===== src/rtl/pt_alloc_pkg.sv =====
package pt_alloc_pkg;

   localparam int PT_PER_CL = 5;
   localparam int CFG_W     = 5;

   typedef struct packed {
      logic       mode;
      logic       pol;
      logic       ext;
      logic [1:0] steer;
   } cfg_word_t;

   function automatic int steer_off(input logic [1:0] code);
      case (code)
         2'd0:    return 0;
         2'd1:    return 1;
         2'd2:    return -1;
         default: return -2;
      endcase
   endfunction

   function automatic logic [1:0] code_for_off(input int off);
      case (off)
         1:       return 2'd1;
         -1:      return 2'd2;
         -2:      return 2'd3;
         default: return 2'd0;
      endcase
   endfunction

   function automatic logic steer_legal(input int home, input logic [1:0] code,
                                        input int ncl, input bit split);
      int tgt;
      int half;
      tgt  = home + steer_off(code);
      half = ncl / 2;
      if (tgt < 0 || tgt >= ncl) return 1'b0;
      if (split && ((tgt / half) != (home / half))) return 1'b0;
      return 1'b1;
   endfunction

endpackage


===== src/rtl/pt_cfg_store.sv =====
module pt_cfg_store
   import pt_alloc_pkg::*;
#(
   parameter int NUM_CL = 16,
   parameter bit SPLIT  = 1'b0,
   localparam int IDX_W = $clog2(NUM_CL)
) (
   input  logic                    clk,
   input  logic                    rst_n,
   input  logic                    we,
   input  logic [IDX_W-1:0]        idx,
   input  logic [CFG_W-1:0]        wdata,
   output logic [CFG_W-1:0]        rdata,
   output logic                    err,
   output logic [NUM_CL*CFG_W-1:0] words_flat
);

   cfg_word_t words [NUM_CL];
   cfg_word_t wword;
   logic      wr_legal;
   logic      all_legal;

   assign wword    = cfg_word_t'(wdata);
   assign wr_legal = steer_legal(int'(idx), wword.steer, NUM_CL, SPLIT);

   always_ff @(posedge clk or negedge rst_n) begin
      if (!rst_n) begin
         for (int i = 0; i < NUM_CL; i++) words[i] <= '0;
         err <= 1'b0;
      end else if (we) begin
         if (wr_legal) words[idx] <= wword;
         else          err        <= 1'b1;
      end
   end

   assign rdata = words[idx];

   always_comb begin
      all_legal = 1'b1;
      for (int i = 0; i < NUM_CL; i++) begin
         words_flat[i*CFG_W +: CFG_W] = words[i];
         if (!steer_legal(i, words[i].steer, NUM_CL, SPLIT)) all_legal = 1'b0;
      end
   end

   // refused write changes no word
   p_reject_hold_r6: assert property (@(posedge clk) disable iff (!rst_n)
      (we && !wr_legal) |=> ($stable(words_flat) && err));

   // error flag is sticky
   p_err_sticky_r6: assert property (@(posedge clk) disable iff (!rst_n)
      err |=> err);

   // accepted write lands in the addressed word
   p_write_lands_r2: assert property (@(posedge clk) disable iff (!rst_n)
      (we && wr_legal) |=> (words[$past(idx)] == $past(wword)));

   // no stored steer ever leaves its window
   p_window_legal_r4: assert property (@(posedge clk) disable iff (!rst_n)
      all_legal);

endmodule


===== src/rtl/pt_cluster_shape.sv =====
module pt_cluster_shape
   import pt_alloc_pkg::*;
(
   input  logic [PT_PER_CL-1:0] pt,
   input  cfg_word_t            cfg,
   output logic                 val,
   output logic                 xor_src,
   output logic                 ctl
);

   logic basic;

   always_comb begin
      basic   = cfg.mode ? (|pt[2:0]) : (|pt[3:0]);
      val     = basic | (cfg.ext & pt[4]);
      ctl     = cfg.mode & pt[3];
      xor_src = (!cfg.ext && cfg.steer == 2'd0) ? pt[4] : cfg.pol;
   end

endmodule


===== src/rtl/pt_mc_combine.sv =====
module pt_mc_combine
   import pt_alloc_pkg::*;
#(
   parameter int NUM_CL = 16,
   parameter bit SPLIT  = 1'b0,
   parameter int MC_IDX = 0
) (
   input  logic [NUM_CL-1:0]   cl_val,
   input  logic [2*NUM_CL-1:0] cl_steer,
   input  logic                xor_in,
   output logic                sop
);

   localparam int HALF = NUM_CL / 2;

   logic [3:0] hit;

   for (genvar d = 0; d < 4; d++) begin : g_win
      localparam int C = MC_IDX - 1 + d;
      if (C >= 0 && C < NUM_CL && (!SPLIT || (C / HALF) == (MC_IDX / HALF))) begin : g_in
         assign hit[d] = cl_val[C] &&
                         (cl_steer[2*C +: 2] == code_for_off(MC_IDX - C));
      end else begin : g_out
         assign hit[d] = 1'b0;
      end
   end

   assign sop = (|hit) ^ xor_in;

endmodule


===== src/rtl/pt_steer_alloc.sv =====
module pt_steer_alloc
   import pt_alloc_pkg::*;
#(
   parameter int NUM_CL = 16,
   parameter bit SPLIT  = 1'b0,
   localparam int IDX_W = $clog2(NUM_CL),
   localparam int PT_W  = NUM_CL * PT_PER_CL
) (
   input  logic              clk,
   input  logic              rst_n,
   input  logic              cfg_we,
   input  logic [IDX_W-1:0]  cfg_idx,
   input  logic [CFG_W-1:0]  cfg_wdata,
   output logic [CFG_W-1:0]  cfg_rdata,
   output logic              cfg_error,
   input  logic [PT_W-1:0]   pt_in,
   output logic [NUM_CL-1:0] sop_out,
   output logic [NUM_CL-1:0] async_ctl
);

   if (NUM_CL < 4 || (NUM_CL % 2) != 0) begin : g_bad_ncl
      $error("NUM_CL must be even and at least 4");
   end
   if (SPLIT && NUM_CL < 8) begin : g_bad_split
      $error("SPLIT needs NUM_CL of at least 8");
   end

   logic [NUM_CL*CFG_W-1:0] cfg_flat;
   logic [NUM_CL-1:0]       cl_val;
   logic [NUM_CL-1:0]       xor_src;
   logic [2*NUM_CL-1:0]     cl_steer;

   pt_cfg_store #(.NUM_CL(NUM_CL), .SPLIT(SPLIT)) store_i (
      .clk        (clk),
      .rst_n      (rst_n),
      .we         (cfg_we),
      .idx        (cfg_idx),
      .wdata      (cfg_wdata),
      .rdata      (cfg_rdata),
      .err        (cfg_error),
      .words_flat (cfg_flat)
   );

   for (genvar n = 0; n < NUM_CL; n++) begin : g_cl
      cfg_word_t w;
      assign w = cfg_word_t'(cfg_flat[n*CFG_W +: CFG_W]);
      assign cl_steer[2*n +: 2] = w.steer;

      pt_cluster_shape shape_i (
         .pt      (pt_in[n*PT_PER_CL +: PT_PER_CL]),
         .cfg     (w),
         .val     (cl_val[n]),
         .xor_src (xor_src[n]),
         .ctl     (async_ctl[n])
      );

      pt_mc_combine #(.NUM_CL(NUM_CL), .SPLIT(SPLIT), .MC_IDX(n)) mc_i (
         .cl_val   (cl_val),
         .cl_steer (cl_steer),
         .xor_in   (xor_src[n]),
         .sop      (sop_out[n])
      );
   end

   // nothing but inputs and configuration moves the outputs
   p_comb_only_r11: assert property (@(posedge clk) disable iff (!rst_n)
      ($stable(pt_in) && $stable(cfg_flat)) |-> ($stable(sop_out) && $stable(async_ctl)));

   // control term is zero whenever its cluster's terms are all zero
   p_ctl_quiet_r9: assert property (@(posedge clk) disable iff (!rst_n)
      (pt_in == '0) |-> (async_ctl == '0));

endmodule


===== config.mk =====
export PLATFORM = sky130hd
export DESIGN_NAME = pt_steer_alloc
export DESIGN_NICKNAME = d
export VERILOG_FILES = /design/src/rtl/pt_alloc_pkg.sv /design/src/rtl/pt_cfg_store.sv /design/src/rtl/pt_cluster_shape.sv /design/src/rtl/pt_mc_combine.sv /design/src/rtl/pt_steer_alloc.sv
export SDC_FILE = /design/constraint.sdc
export NUM_CORES = 1
export LEC_CHECK = 0
export BUFFER_PORTS_ARGS = -buffer_cell sky130_fd_sc_hd__buf_2
export CAP_MARGIN = 20
export CORE_ASPECT_RATIO = 2
export CORE_MARGIN = 5
export CORE_UTILIZATION = 50
export CTS_CLUSTER_DIAMETER = 60
export CTS_CLUSTER_SIZE = 14
export DETAILED_ROUTE_END_ITERATION = 8
export GPL_ROUTABILITY_DRIVEN = 0
export PLACE_DENSITY = 0.83
export SYNTH_ARGS = -nofsm -noshare
export SYNTH_HDL_FRONTEND = slang
export SYNTH_SLANG_ARGS = --single-unit

===== constraint.sdc =====
create_clock -name clk -period 1.7 [get_ports clk]
set_input_delay 0.17 -clock clk [delete_from_list [all_inputs] [get_ports clk]]
set_output_delay 0.17 -clock clk [all_outputs]
set_load 0.005 [all_outputs]

==> results of run 1 <==
==> per-stage QoR <==
stage | power [mW] | std cells | util, % | TNS, ns | setup WS (ns)
2_1_floorplan | 2.26 | 523 | - | -124.10 | -1.66
5_1_grt | 5.14 | 903 | 75.5 | -146.12 | -1.81
6_report | 5.03 | 903 | 75.5 | -138.36 | -1.74
3_5_place_dp | 2.58 | 859 | 63.6 | -165.23 | -2.16
4_1_cts | 4.90 | 886 | 72.5 | -124.64 | -1.58
3_3_place_gp | 2.54 | 859 | 63.6 | -150.41 | -1.94
==> critical path: stages <==
cell	delay (ns)
sky130_fd_sc_hd__buf_12	0.12
sky130_fd_sc_hd__inv_16	0.04
sky130_fd_sc_hd__ha_4	0.19
sky130_fd_sc_hd__inv_4	0.05
sky130_fd_sc_hd__ha_4	0.13
sky130_fd_sc_hd__inv_2	0.05
sky130_fd_sc_hd__fa_2	0.38
sky130_fd_sc_hd__inv_2	0.07
sky130_fd_sc_hd__a21oi_2	0.06
sky130_fd_sc_hd__nor2_4	0.20
sky130_fd_sc_hd__o21ai_2	0.09
sky130_fd_sc_hd__ha_4	0.30
sky130_fd_sc_hd__and4bb_2	0.29
sky130_fd_sc_hd__nand2_2	0.09
sky130_fd_sc_hd__o32a_4	0.36
sky130_fd_sc_hd__buf_8	0.14
sky130_fd_sc_hd__buf_6	0.11
sky130_fd_sc_hd__nor4_4	0.33
sky130_fd_sc_hd__buf_6	0.19
sky130_fd_sc_hd__mux2_4	0.31
==> worst paths after layout <==
path                            slack (ns)  cells past startpoint              startpoint                endpoint
worst max-delay path                 -1.74                     20            cfg_wdata[0]  store_i.words_flat[47]
worst min-delay path                   0.1                      2                  cfg_we             store_i.err
worst max register to register        0.61                      3  store_i.words_flat[39]  store_i.words_flat[39]
worst min register to register        0.53                      1             store_i.err             store_i.err
max in group asynchronous             0.70                      3                   rst_n  store_i.words_flat[57]
min in group asynchronous             0.31                      2                   rst_n  store_i.words_flat[47]
==> metal layers <==
metal | GRT usage (%) | routed length (um)
met4 | 22.1 | 2210
met1 | 32.8 | 7610
met2 | 56.4 | 12600
met3 | 7.22 | 1930
met5 | 0 | 0
==> synthesized netlist by cell type, drive strengths merged, types with 3 or more instances <==
master	n	area, um2
dfrtp	81	2030
mux2	69	807
buf	39	293
nor3	33	165
nand2	28	105
mux2i	27	270
mux4	25	563
nand3	23	115
nor2	22	82.6
nand2b	18	113
inv	17	63.8
and2	16	100
ha	16	200
clkbuf	13	48.8
nor3b	8	60.1
nor4	8	140
xnor2	8	70.1
xor2	8	70.1
a32oi	7	61.3
o21ai	7	35.0
or4	6	48.8
a311oi	5	43.8
a32o	5	50.1
and3	3	18.8
and3b	3	26.3
and4bb	3	37.5
nor4b	3	71.3
o211ai	3	22.5
==> repair_timing <==
item,in CTS,in global routing
gates cloned,1,0
gates resized for setup,125,40
hold endpoints to repair,30,0
hold buffers,1,0
pin swaps,54,31
endpoints found under the setup margin,102,102
buffers inserted,11,17
==> layout by cell type (no fill, tap or decap), types with 20 or more instances in the layout <==
cell                        n
sky130_fd_sc_hd__mux2_4    44
sky130_fd_sc_hd__mux2i_1   23
sky130_fd_sc_hd__mux2_2    25
sky130_fd_sc_hd__dfrtp_1   79
sky130_fd_sc_hd__buf_6     27
sky130_fd_sc_hd__buf_2    126
sky130_fd_sc_hd__buf_4    113
sky130_fd_sc_hd__nor3_1    28
sky130_fd_sc_hd__nor2_1    20
sky130_fd_sc_hd__mux4_2    25
==> power groups by stage <==
| stage | Clock [mW] | Combinational, mW | Sequential [mW] |
|---|---|---|---|
| 2_1_floorplan | 0 | 0.290 | 1.97 |
| 3_3_place_gp | 0 | 0.573 | 1.97 |
| 4_1_cts | 2.27 | 0.696 | 1.93 |
| 3_5_place_dp | 0 | 0.616 | 1.97 |
| 6_report | 2.29 | 0.797 | 1.93 |
| 5_1_grt | 2.36 | 0.840 | 1.93 |
==> kinds of logic (layout without fill, tap and decap cells) <==
group | count (synthesis) | count (layout) | share of synthesized area (%)
adders and majority gates | 17 | 17 | 3.74
xor gates and xnor gates | 16 | 16 | 2.38
DFF | 81 | 81 | 34.5
AOI/OAI and AO/OA | 35 | 36 | 5.02
muxes | 121 | 121 | 27.9
and+or+nand+nor | 182 | 182 | 19.5
buffers and inverters | 71 | 305 | 7.02
==> registers in the layout, summed over array words and instances, names as in the netlist <==
name,count
store_i.err,1
store_i.words_flat,80
==> final cells by class <==
cell class              count  share of cell area, %
well taps                 145                   2.07
repair buffers            270                   21.1
multi-input cells         372                   48.9
clock inverters             5                   1.18
flip-flops and latches     81                   23.1
inverters                  19                   1.05
clock buffers              11                   2.65
==> metrics.txt, run 1 <==
clk slew on worst S/H paths=0.06 ns; fraction of layout instances using a drive strength above 1=66.1%; count of flip-flops with a built-in enable after synthesis=0; TritonCTS clock tree=yes; Top Ports=130; worst hold-check path type=in2reg; floorplan die height=163 um; Min Clock Period, post-route=3.44 ns; cells after synthesis=523; IO Port Bufs=129; run status=complete, but fails checks; signed area change from the synthesized netlist to the final layout=49.3%; NumNets Final=862; portion of the post-synthesis area used by sequential elements=34.5%; Clock Latency Late Sink=0.35 ns; area inside the core boundary=11600 um2; worst-margin pin slew=0.569 ns; global-route wire length before repair=34000 um; final routed DRC violation total=0; worst hold-check slack=0.0955 ns; data arrival time of the critical path=3.68 ns; maximum clock skew at final layout=0 ns; overflow left after global routing=0; violations in the final reports=setup timing; CTS H-tree depth=3; Register Area=2030 um2; maximum frequency from static timing analysis=290 MHz; placed wire-length estimate after detailed placement=14700 um; Synth Net Count=632; cell-internal power=3.72 mW; worst vdd rail ir drop=511 uV; area of the multi-input gates=4290 um2; max-capacitance violation count=0; number of antenna violations at the first check in global routing=0; total count of max-transition violations in the final report=0; global-route total usage across every layer=32.1%; floorplan die area=14200 um2; Die X-Extent=86.7 um; via count of the first global-routing pass=6192; flip-flop cell with the highest count after synthesis=sky130_fd_sc_hd__dfrtp_1; Antenna diodes=0; fill cell total of the finished layout=699; fraction of power consumed by combinational cells=15.9%; WS Path Type=in2reg; mean instance size in the synthesized netlist=11.2 um2; number of clock buffers inserted by TritonCTS=9; final routed wirelength across all metal layers=24400 um; drt wl/cell=27.0 um; Sw Pwr=1.31 mW; total non-filler cell area in the finished layout=8780 um2; Tcrit/Tclk final=203%; final hold vios=0; number of endpoints failing setup at the final stage=102; remaining antenna violation count after routing=0; # rows=56; Pleak=4.19 nW; worst slew margin relative to its limit=62.0%; setup repair after global routing missed its margin=yes; Yosys reg bits=81; vias after detailed routing=5895; Synthesis Warnings=0; clk sink count=81; placed instance area=7400 um2; portion of total power attributed to the clock network=45.7%; clock tree buffer depth=2; setup slack of the critical path after layout=-1.74 ns; number of distinct library cell variants in the gate-level netlist after synthesis=51; Critical Path Sink Type=flip-flop; per-cell via count in the routed design=6.53; kind of launch point of the worst setup path=input pin; power density over cell area=572 nW/um2; share of synthesized flip-flops with an asynchronous set or reset=100%; largest net degree at the start of global routing=52; Initial Util=50.6%; data required time of the worst path=1.93 ns; Pre-antenna DRT Iters=6; largest driver fanout on the critical path=5; library cell used as clock root buffer=sky130_fd_sc_hd__clkbuf_16; Switching Share=26.0%; drt initial violations=579; relative contribution of sequential cells to total power=38.5%; netlist area before placement=5880 um2
No activity file was read; power rests on OpenSTA's default activity.
==> inputs of run 2 (changes only) <==
==> constraint.sdc (replaced) <==
create_clock -name clk -period 1.7 [get_ports clk]
set_input_delay 0.17 -clock clk [delete_from_list [all_inputs] [get_ports clk]]
set_output_delay 0.17 -clock clk [all_outputs]
set_load 0.01 [all_outputs]
==> metrics.txt, run 2 (same netlist as run 1, synthesis figures left out) <==
clock tree buffer depth=2; Final Core Density=75.5%; most frequent cells in the layout=sky130_fd_sc_hd__buf_2, sky130_fd_sc_hd__buf_4, sky130_fd_sc_hd__dfrtp_1; setup repair after global routing missed its margin=yes; # rows=56; violations in the final reports=setup timing; final routed DRC violation total=0; data arrival time of the critical path=3.69 ns; global-route wire length before repair=34300 um; signed area change from the synthesized netlist to the final layout=49.3%; run status=complete, but fails checks; Antenna diodes=0; maximum clock skew at final layout=0 ns; placement-stage worst setup slack=-2.17 ns; Crit. Startpoint=cfg_wdata[0]; Clock Latency Late Sink=0.34 ns; number of endpoints failing setup at the final stage=102; sum of negative setup slack=-141.64 ns; max-capacitance violation count=0; Top Ports=130; via count of the first global-routing pass=6181; fraction of layout instances using a drive strength above 1=66.8%; Pleak=4.22 nW; origin of the worst min-delay path=cfg_we; max reg flops=80; number of antenna violations at the first check in global routing=0; vias after detailed routing=5815; library cell used as clock root buffer=sky130_fd_sc_hd__clkbuf_16; floorplan die height=163 um; drt initial violations=575; clk slew on worst S/H paths=0.06 ns; most common library cell in the layout ignoring fill and taps=sky130_fd_sc_hd__buf_2; clk sink count=81; CTS H-tree depth=3; largest net degree at the start of global routing=47; global-route total usage across every layer=32.4%; maximum frequency from static timing analysis=289 MHz; NumNets Final=871; relative contribution of sequential cells to total power=41.4%; Layout Cells excl Fill=910; DP Cell Count=863; per-cell via count in the routed design=6.39; Initial Util=50.6%; Pre-antenna DRT Iters=5; WS Path Type=in2reg; worst-margin pin slew=0.566 ns; number of clock buffers inserted by TritonCTS=9; worst hold-check slack=0.106 ns; remaining antenna violation count after routing=0; Sw Pwr=1.24 mW; total count of max-transition violations in the final report=0; portion of total power attributed to the clock network=42.0%; worst vdd rail ir drop=747 uV; fraction of power consumed by combinational cells=16.6%; drt wl/cell=27.0 um; final hold vios=0; IO Port Bufs=129; source of the worst register-to-register timing path=store_i.words_flat[46]; worst slew margin relative to its limit=62.3%; Critical Path Sink Type=flip-flop; setup slack of the critical path after layout=-1.76 ns; data required time of the worst path=1.93 ns; TritonCTS clock tree=yes; Switching Share=26.6%; worst hold-check path type=in2reg; area inside the core boundary=11600 um2; kind of launch point of the worst setup path=input pin; placed wire-length estimate after detailed placement=14300 um; largest driver fanout on the critical path=4; Die X-Extent=86.7 um; Tcrit/Tclk final=203%; overflow left after global routing=0; floorplan die area=14200 um2; power density over cell area=532 nW/um2; final routed wirelength across all metal layers=24600 um; Min Clock Period, post-route=3.46 ns; cell-internal power=3.43 mW
## run 2: cell count changes in the layout (fill, tap and decap cells not counted), sizes merged
cell / previous run / this run
buf: 269 / 278
bufinv: 3 / 1
clkinv: 4 / 3
clkinvlp: 0 / 1
## run 2: final timing paths
kind / slack [ns] / cells past startpoint / end
max: -1.76 / 20 / store_i.words_flat[68]
min: 0.11 / 2 / store_i.err
max reg2reg: 0.59 / 3 / store_i.words_flat[46]
min reg2reg: 0.53 / 1 / store_i.err
max in group asynchronous: 0.70 / 3 / store_i.words_flat[59]
min in group asynchronous: 0.33 / 2 / store_i.words_flat[29]
## run 2: power by group through the flow
stage	logic (mW)	registers (mW)	clock network, mW
after CTS	0.688	1.93	1.94
after global routing	0.819	1.93	2.01
after detailed placement	0.613	1.97	0
after floorplan	0.297	1.97	0
after global placement	0.581	1.97	0
final	0.777	1.93	1.96
## run 2: worst max-delay path: stages
cell and delay, ns:
sky130_fd_sc_hd__buf_12 0.10, sky130_fd_sc_hd__inv_16 0.03, sky130_fd_sc_hd__ha_4 0.23, sky130_fd_sc_hd__inv_4 0.05, sky130_fd_sc_hd__ha_4 0.12, sky130_fd_sc_hd__inv_2 0.03, sky130_fd_sc_hd__fa_2 0.34, sky130_fd_sc_hd__inv_2 0.07
sky130_fd_sc_hd__a21oi_2 0.07, sky130_fd_sc_hd__nor2_4 0.17, sky130_fd_sc_hd__o21ai_2 0.09, sky130_fd_sc_hd__ha_4 0.29, sky130_fd_sc_hd__nor4b_4 0.32, sky130_fd_sc_hd__nand4_1 0.23, sky130_fd_sc_hd__o32a_4 0.27, sky130_fd_sc_hd__buf_4 0.16
sky130_fd_sc_hd__buf_4 0.15, sky130_fd_sc_hd__nor4_4 0.28, sky130_fd_sc_hd__buf_4 0.21, sky130_fd_sc_hd__mux2_4 0.30
## run 2: per-stage QoR
step | power [mW] | area (um2)
3_5_place_dp | 2.58 | 7430
3_3_place_gp | 2.55 | 7430
6_report | 4.67 | 8780
4_1_cts | 4.56 | 8470
5_1_grt | 4.77 | 8780
2_1_floorplan | 2.27 | 6100
## run 2: timing repair
action	4_1_cts	5_1_grt
setup endpoints to repair	102	102
setup buffers	17	14
resized for setup	125	42
gates cloned	1	0
pin swaps	66	37
endpoints found under the hold margin	35	0
hold buffers	1	0
## run 2: layout make-up
type / instances / area, um2
Clock buffer: 11 / 243
Clock inverter: 3 / 42.5
Fill cell: 678 / 2850
Inverter: 19 / 92.6
Multi-Input combinational cell: 372 / 4260
Sequential cell: 81 / 2030
Tap cell: 145 / 181
Timing Repair Buffer: 279 / 1930
## run 2: layer usage
layer,up-vias,track usage [%],wire length [um],share of wire (%)
met5,-,0,0,0
met4,0,22.7,2200,8.9
met3,162,5.91,1800,7.3
met2,424,56.1,12600,51
met1,2844,34.6,8010,33
li1,2385,-,-,-
